`src/rtl/gps_pkg.sv`:
```
package gps_pkg;
  localparam int unsigned DW = 8;

  typedef struct packed {
    logic [1:0] spare_hi;
    logic       act_high;
    logic       on_wr;
    logic       on_rd;
    logic       push_pull;
    logic [1:0] spare_lo;
  } gps_ctrl_t;
endpackage

```
`src/rtl/gps_index_dec.sv`:
```
module gps_index_dec #(
  parameter int unsigned SOCK_N      = 2,
  parameter int unsigned IDX_W       = 8,
  parameter int unsigned PTR_BASE    = 'h2E,
  parameter int unsigned SOCK_STRIDE = 'h40
) (
  input  logic              clk_i,
  input  logic              rst_ni,
  input  logic              cs_i,
  input  logic              addr_i,
  input  logic              wr_i,
  input  logic [IDX_W-1:0]  wdata_i,
  output logic [IDX_W-1:0]  idx_o,
  output logic [SOCK_N-1:0] ptr_sel_o,
  output logic [SOCK_N-1:0] win_sel_o
);
  logic [IDX_W-1:0] idx_q;
  logic             idx_wr;
  logic             data_acc;

  assign idx_wr   = cs_i && !addr_i && wr_i;
  assign data_acc = cs_i && addr_i;
  assign idx_o    = idx_q;

  always_ff @(posedge clk_i or negedge rst_ni) begin
    if (!rst_ni)     idx_q <= '0;
    else if (idx_wr) idx_q <= wdata_i;
  end

  for (genvar s = 0; s < SOCK_N; s++) begin : g_sock
    localparam logic [IDX_W-1:0] PtrIdx = IDX_W'(PTR_BASE + s * SOCK_STRIDE);
    localparam logic [IDX_W-1:0] WinIdx = IDX_W'(PTR_BASE + s * SOCK_STRIDE + 1);
    assign ptr_sel_o[s] = data_acc && (idx_q == PtrIdx);
    assign win_sel_o[s] = data_acc && (idx_q == WinIdx);
  end

  a_r2_idx_hold: assert property (@(posedge clk_i) disable iff (!rst_ni)
    !idx_wr |=> $stable(idx_q));
  a_r2_idx_load: assert property (@(posedge clk_i) disable iff (!rst_ni)
    idx_wr |=> idx_q == $past(wdata_i));
endmodule

```
`src/rtl/gps_socket.sv`:
```
module gps_socket
  import gps_pkg::*;
#(
  parameter logic [DW-1:0] CTRL_SEL = 8'h0B,
  parameter logic [DW-1:0] DATA_SEL = 8'h0A
) (
  input  logic          clk_i,
  input  logic          rst_ni,
  input  logic          ptr_sel_i,
  input  logic          win_sel_i,
  input  logic          rd_i,
  input  logic          wr_i,
  input  logic [DW-1:0] wdata_i,
  input  logic [DW-1:0] ext_in_i,
  output logic [DW-1:0] rdata_o,
  output logic [DW-1:0] ext_out_o,
  output logic          stb_o,
  output logic          stb_oe_o
);
  logic [DW-1:0] xidx_q;
  logic [DW-1:0] xout_q;
  gps_ctrl_t     ctrl_q;
  logic          ctrl_hit, data_hit, fire;

  assign ctrl_hit = win_sel_i && (xidx_q == CTRL_SEL);
  assign data_hit = win_sel_i && (xidx_q == DATA_SEL);

  always_ff @(posedge clk_i or negedge rst_ni) begin
    if (!rst_ni) begin
      xidx_q <= '0;
      ctrl_q <= '0;
      xout_q <= '0;
    end else begin
      if (ptr_sel_i && wr_i) xidx_q <= wdata_i;
      if (ctrl_hit && wr_i)  ctrl_q <= gps_ctrl_t'(wdata_i);
      if (data_hit && wr_i)  xout_q <= wdata_i;
    end
  end

  // strobe is combinational so it spans exactly the command cycles
  assign fire      = data_hit && ((rd_i && ctrl_q.on_rd) || (wr_i && ctrl_q.on_wr));
  assign stb_o     = ctrl_q.act_high ? fire : !fire;
  assign stb_oe_o  = ctrl_q.push_pull || fire;
  assign ext_out_o = (data_hit && wr_i) ? wdata_i : xout_q;

  always_comb begin
    rdata_o = '0;
    if (rd_i) begin
      if (ptr_sel_i)     rdata_o = xidx_q;
      else if (ctrl_hit) rdata_o = ctrl_q;
      else if (data_hit) rdata_o = ext_in_i;
    end
  end

  a_r3_ptr_hold: assert property (@(posedge clk_i) disable iff (!rst_ni)
    !(ptr_sel_i && wr_i) |=> $stable(xidx_q));
  a_r4_ctrl_hold: assert property (@(posedge clk_i) disable iff (!rst_ni)
    !(ctrl_hit && wr_i) |=> $stable(ctrl_q));
  a_r5_out_hold: assert property (@(posedge clk_i) disable iff (!rst_ni)
    !(data_hit && wr_i) |=> $stable(xout_q));
  a_r5_out_steady: assert property (@(posedge clk_i) disable iff (!rst_ni)
    (data_hit && wr_i && $stable(wdata_i) && $past(data_hit && wr_i)) |-> $stable(ext_out_o));
  a_r8_od_idle_float: assert property (@(posedge clk_i) disable iff (!rst_ni)
    (!ctrl_q.push_pull && !rd_i && !wr_i) |-> !stb_oe_o);
endmodule

```
`src/rtl/gps_port_top.sv`:
```
module gps_port_top
  import gps_pkg::*;
#(
  parameter int unsigned SOCK_N      = 2,
  parameter int unsigned PTR_BASE    = 'h2E,
  parameter int unsigned SOCK_STRIDE = 'h40
) (
  input  logic                      clk_i,
  input  logic                      rst_ni,
  input  logic                      cs_i,
  input  logic                      addr_i,
  input  logic                      rd_i,
  input  logic                      wr_i,
  input  logic [DW-1:0]             wdata_i,
  output logic [DW-1:0]             rdata_o,
  input  logic [SOCK_N-1:0][DW-1:0] ext_in_i,
  output logic [SOCK_N-1:0][DW-1:0] ext_out_o,
  output logic [SOCK_N-1:0]         stb_o,
  output logic [SOCK_N-1:0]         stb_oe_o
);
  logic [DW-1:0]             idx;
  logic [SOCK_N-1:0]         ptr_sel, win_sel;
  logic [SOCK_N-1:0][DW-1:0] sock_rdata;

  gps_index_dec #(
    .SOCK_N(SOCK_N), .IDX_W(DW), .PTR_BASE(PTR_BASE), .SOCK_STRIDE(SOCK_STRIDE)
  ) u_dec (
    .clk_i(clk_i), .rst_ni(rst_ni), .cs_i(cs_i), .addr_i(addr_i), .wr_i(wr_i),
    .wdata_i(wdata_i), .idx_o(idx), .ptr_sel_o(ptr_sel), .win_sel_o(win_sel)
  );

  for (genvar s = 0; s < SOCK_N; s++) begin : g_sock
    gps_socket u_sock (
      .clk_i(clk_i), .rst_ni(rst_ni),
      .ptr_sel_i(ptr_sel[s]), .win_sel_i(win_sel[s]),
      .rd_i(rd_i), .wr_i(wr_i), .wdata_i(wdata_i),
      .ext_in_i(ext_in_i[s]), .rdata_o(sock_rdata[s]),
      .ext_out_o(ext_out_o[s]), .stb_o(stb_o[s]), .stb_oe_o(stb_oe_o[s])
    );
  end

  always_comb begin
    rdata_o = (cs_i && !addr_i && rd_i) ? idx : '0;
    for (int s = 0; s < SOCK_N; s++) rdata_o |= sock_rdata[s];
  end
endmodule

```
`config.mk`:
```
export PLATFORM = sky130hd
export DESIGN_NAME = gps_port_top
export DESIGN_NICKNAME = d
export VERILOG_FILES = /design/src/rtl/gps_pkg.sv /design/src/rtl/gps_index_dec.sv /design/src/rtl/gps_socket.sv /design/src/rtl/gps_port_top.sv
export SDC_FILE = /design/constraint.sdc
export NUM_CORES = 1
export LEC_CHECK = 0
export ABC_CLOCK_PERIOD_IN_PS = 2900
export BUFFER_PORTS_ARGS = -buffer_cell sky130_fd_sc_hd__buf_2
export CORE_MARGIN = 8
export CORE_UTILIZATION = 27
export DETAILED_ROUTE_END_ITERATION = 8
export PLACE_DENSITY_LB_ADDON = 0.05
export SLEW_MARGIN = 10
export SYNTH_ARGS = -nofsm -noshare
export SYNTH_HDL_FRONTEND = slang
export SYNTH_SLANG_ARGS = --single-unit
```
`constraint.sdc`:
```
create_clock -name clk_i -period 2.9 [get_ports clk_i]
set_input_delay 0.145 -clock clk_i [delete_from_list [all_inputs] [get_ports clk_i]]
set_output_delay 0.145 -clock clk_i [all_outputs]
set_load 0.01 [all_outputs]
```
==> key figures <==
Run status
  – Status: finished clean

Setup path
  – Crit start category: register
  – Setup CP Type: reg -> out
  – Critical path cell sequence: nand4b_4, nor3_2, nand3_1, or3_1, mux2_2, buf_2
  – WP data required: around 2.8 ns
  – Worst path top cell family by delay: simple AND/OR/NAND/NOR gates
  – R2R setup slack: ~0.57 ns
  – Crit path max fanout: 8
  – Critical path's largest stage delay: 0.57 ns
  – Crit path buf inv count: 1
  – Worst setup EP type: primary output
  – Worst EP arrival: ~2.5 ns
  – Max stage delay cell, worst path: or3_1

STA
  – Final Critical Period: approximately 2.6 ns
  – Worst slew margin: between 20% and 30%
  – RSZ-0062 raised after global routing: false
  – Slew Viols, Final: 0
  – Worst hold slack: approximately 0.014 ns
  – Final setup viols: 0
  – Fin. Hold Viols: 0
  – Setup tns final: 0 ns
  – Final Skew: 0.00518 ns
  – Fmax: approximately 380 MHz
  – Pin slew with the least headroom to its limit: roughly 1.1 ns
  – Ratio of final minimum period to clock period: 90.6%

Clocking
  – Later-pin clock latency in the skew report: 0.31 ns
  – CTS root buf: clkbuf_8
  – Clk buf depth: 2
  – CTS buffer count: 5
  – Clock Sinks: 56
  – CTS tree: yes
  – H-Tree Depth: 2
  – # hold bufs at CTS: 0
  – CTS clk-pin slew, worst paths: ~0.10 ns
  – Setup bufs post-CTS: 0
  – PostCTS Resize Cnt: 0

Hold path
  – Hold/Removal Path Class: in -> async

Logic synthesis
  – Post-Syn Nets: ~260
  – Yosys reg bits: 56
  – Synth cell count leaders: dfrtp_1, mux2_2, mux2i_1
  – EDFF count, synth: 0
  – Largest cells by area after synthesis: dfrtp_1, mux2_2, mux2i_1
  – Primary FF master, synth: dfrtp_1
  – Synth area leader: dfrtp_1
  – Unique cell type count in the Yosys netlist: 36
  – Count leader, synth: dfrtp_1
  – Synthesized cell area: around 2800 µm²
  – Sequential fraction of the synthesis area: between 40% and 50%
  – Syn Area/Cell: approximately 12 µm²
  – Mapped Cells: between 200 and 250
  – Yosys warning total: 0
  – Area share of the largest cell type after synthesis: roughly half
  – Async set-reset flop share out of synthesis: 100%

Drt
  – Residual DRC count: 0
  – DR WL/cell: between 15 and 20 µm
  – Routed WL: 7950 µm
  – Antenna-violating nets left: 0
  – DR vias: between 1.5k and 2k
  – Iteration-0 DRC count of the detailed router: 60
  – First-pass DRT Iterations: 4
  – Drt via density: around 4.6

Run
  – Max Cap Violations: 0

Finish
  – Antenna Cells: 0
  – Area growth from synthesis to final layout: 18.9%
  – Share of cells above drive strength 1: 45.8%
  – Final nets: approximately 320

Die
  – Die W: roughly 120 µm
  – Core area: approximately 10000 µm²
  – Die area: about 14000 µm²
  – Die Y: 118 µm
  – Site Rows: 37
  – Io pins: a little under 60
  – Initial Util: 27.6%

Pwr
  – Sequential Power Share: 57.5%
  – P per Cell Area: 434 nW/µm²
  – Leakage: 1.63 nW
  – Clock share of power: between 30% and 40%
  – P_int: between 1 and 1.5 mW
  – Gate power share: between 10 and 15%
  – Sw Ratio: between 20% and 30%
  – Max IR drop VDD: between 150 and 200 µV
  – Sw power: approximately 0.38 mW

Global route
  – Vias in the first global route: 2177
  – Total track usage: 11.4%
  – First-pass GRT wire length: between 10000 and 15000 µm
  – Gr ovfl total: 0
  – Initial antenna violation count: 0
  – Pin count of the biggest net entering global routing: 46

Placement
  – Final weighted congestion in routability-driven placement: 0.775
  – Port Buffer Count: 57
  – Final HPWL DP: around 5900 µm
[cells in the final DEF (no fill, tap or decap), types with 2 or more instances in the layout]
cell and instances:
nor4b_1 3, inv_1 4, mux2i_1 23, nand4_1 2, or3_1 5, o31a_1 3, xor2_1 2, nand2_1 12
nor3_1 3, clkbuf_8 6, nor2_1 7, mux2_2 55, o21ai_0 15, a22oi_1 2, dfrtp_1 56, nand2b_1 2
buf_2 57, buf_4 8, nor2b_1 2, nand3_1 5
[final timing paths]
check / end / cells after the start / startpoint
worst max register to register: g_sock[1].u_sock.xidx_q[4]$_DFFE_PN0P_ / 5 / u_dec.idx_o[0]$_DFFE_PN0P_
min in group clk_i: g_sock[0].u_sock.xidx_q[6]$_DFFE_PN0P_ / 3 / wdata_i[6]
worst min-delay path: g_sock[1].u_sock.ctrl_q[3]$_DFFE_PN0P_ / 1 / rst_ni
max in group asynchronous: g_sock[1].u_sock.xidx_q[6]$_DFFE_PN0P_ / 2 / rst_ni
worst max-delay path: ext_out_o[2] / 6 / u_dec.idx_o[7]$_DFFE_PN0P_
worst min register to register: g_sock[1].u_sock.xout_q[7]$_DFF_PN0_ / 1 / g_sock[1].u_sock.xout_q[7]$_DFF_PN0_
[per-layer routing]
| layer | routed length (µm) | share of wire [%] | vias to the layer above | GRT usage [%] |
|---|---|---|---|---|
| li1 | - | - | 942 | - |
| met4 | 76 | 0.96 | 0 | 2.88 |
| met2 | 3720 | 47 | 51 | 18.7 |
| met3 | 234 | 2.9 | 6 | 2.19 |
| met1 | 3920 | 49 | 972 | 15.2 |
| met5 | 0 | 0 | - | 0 |
[power by group through the flow]
stage / clock, mW / sequential (mW) / combinational (mW)
floorplan: 0 / 0.847 / 0.0876
global placement: 0 / 0.853 / 0.168
detailed placement: 0 / 0.855 / 0.168
CTS: 0.478 / 0.839 / 0.169
global route: 0.508 / 0.844 / 0.181
finish: 0.456 / 0.839 / 0.164
[flip-flops by register name (all words and copies together) (netlist names)]
signal                count
g_sock.u_sock.ctrl_q     16
g_sock.u_sock.xout_q     16
u_dec.idx_o               8
g_sock.u_sock.xidx_q     16
[logic make-up after synthesis]
| group | share of synthesized area, % |
|---|---|
| muxes | 30.0 |
| DFF | 49.6 |
| and+or+nand+nor | 11.3 |
| AOI/OAI and AO/OA | 5.35 |
| buffers and inverters | 3.14 |
| xor gates and xnor gates | 0.620 |
[cell type report]
type / instances / area, µm²
fill: 1072 / 6870
sequential: 56 / 1400
multi-input combinational: 155 / 1340
timing repair buffer: 65 / 345
tap: 136 / 170
clock buffer: 7 / 86.3
inverter: 4 / 15.0
clock inverter: 1 / 7.51
[stage by stage]
| stage | cell area [µm²] | util, % | cells | total power, mW | setup slack (ns) |
|---|---|---|---|---|---|
| 3_3_place_gp | 3260 | 31.9 | 415 | 1.02 | 0.466 |
| 4_1_cts | 3360 | 32.8 | 423 | 1.49 | 0.0950 |
| 6_report | 3360 | 32.9 | 424 | 1.46 | 0.273 |
| 2_1_floorplan | 2830 | - | 228 | 0.935 | 0.885 |
| 5_1_grt | 3360 | 32.9 | 424 | 1.53 | 0.0828 |
| 3_5_place_dp | 3260 | 31.9 | 415 | 1.02 | 0.460 |
(Power assumes the default switching activity.)
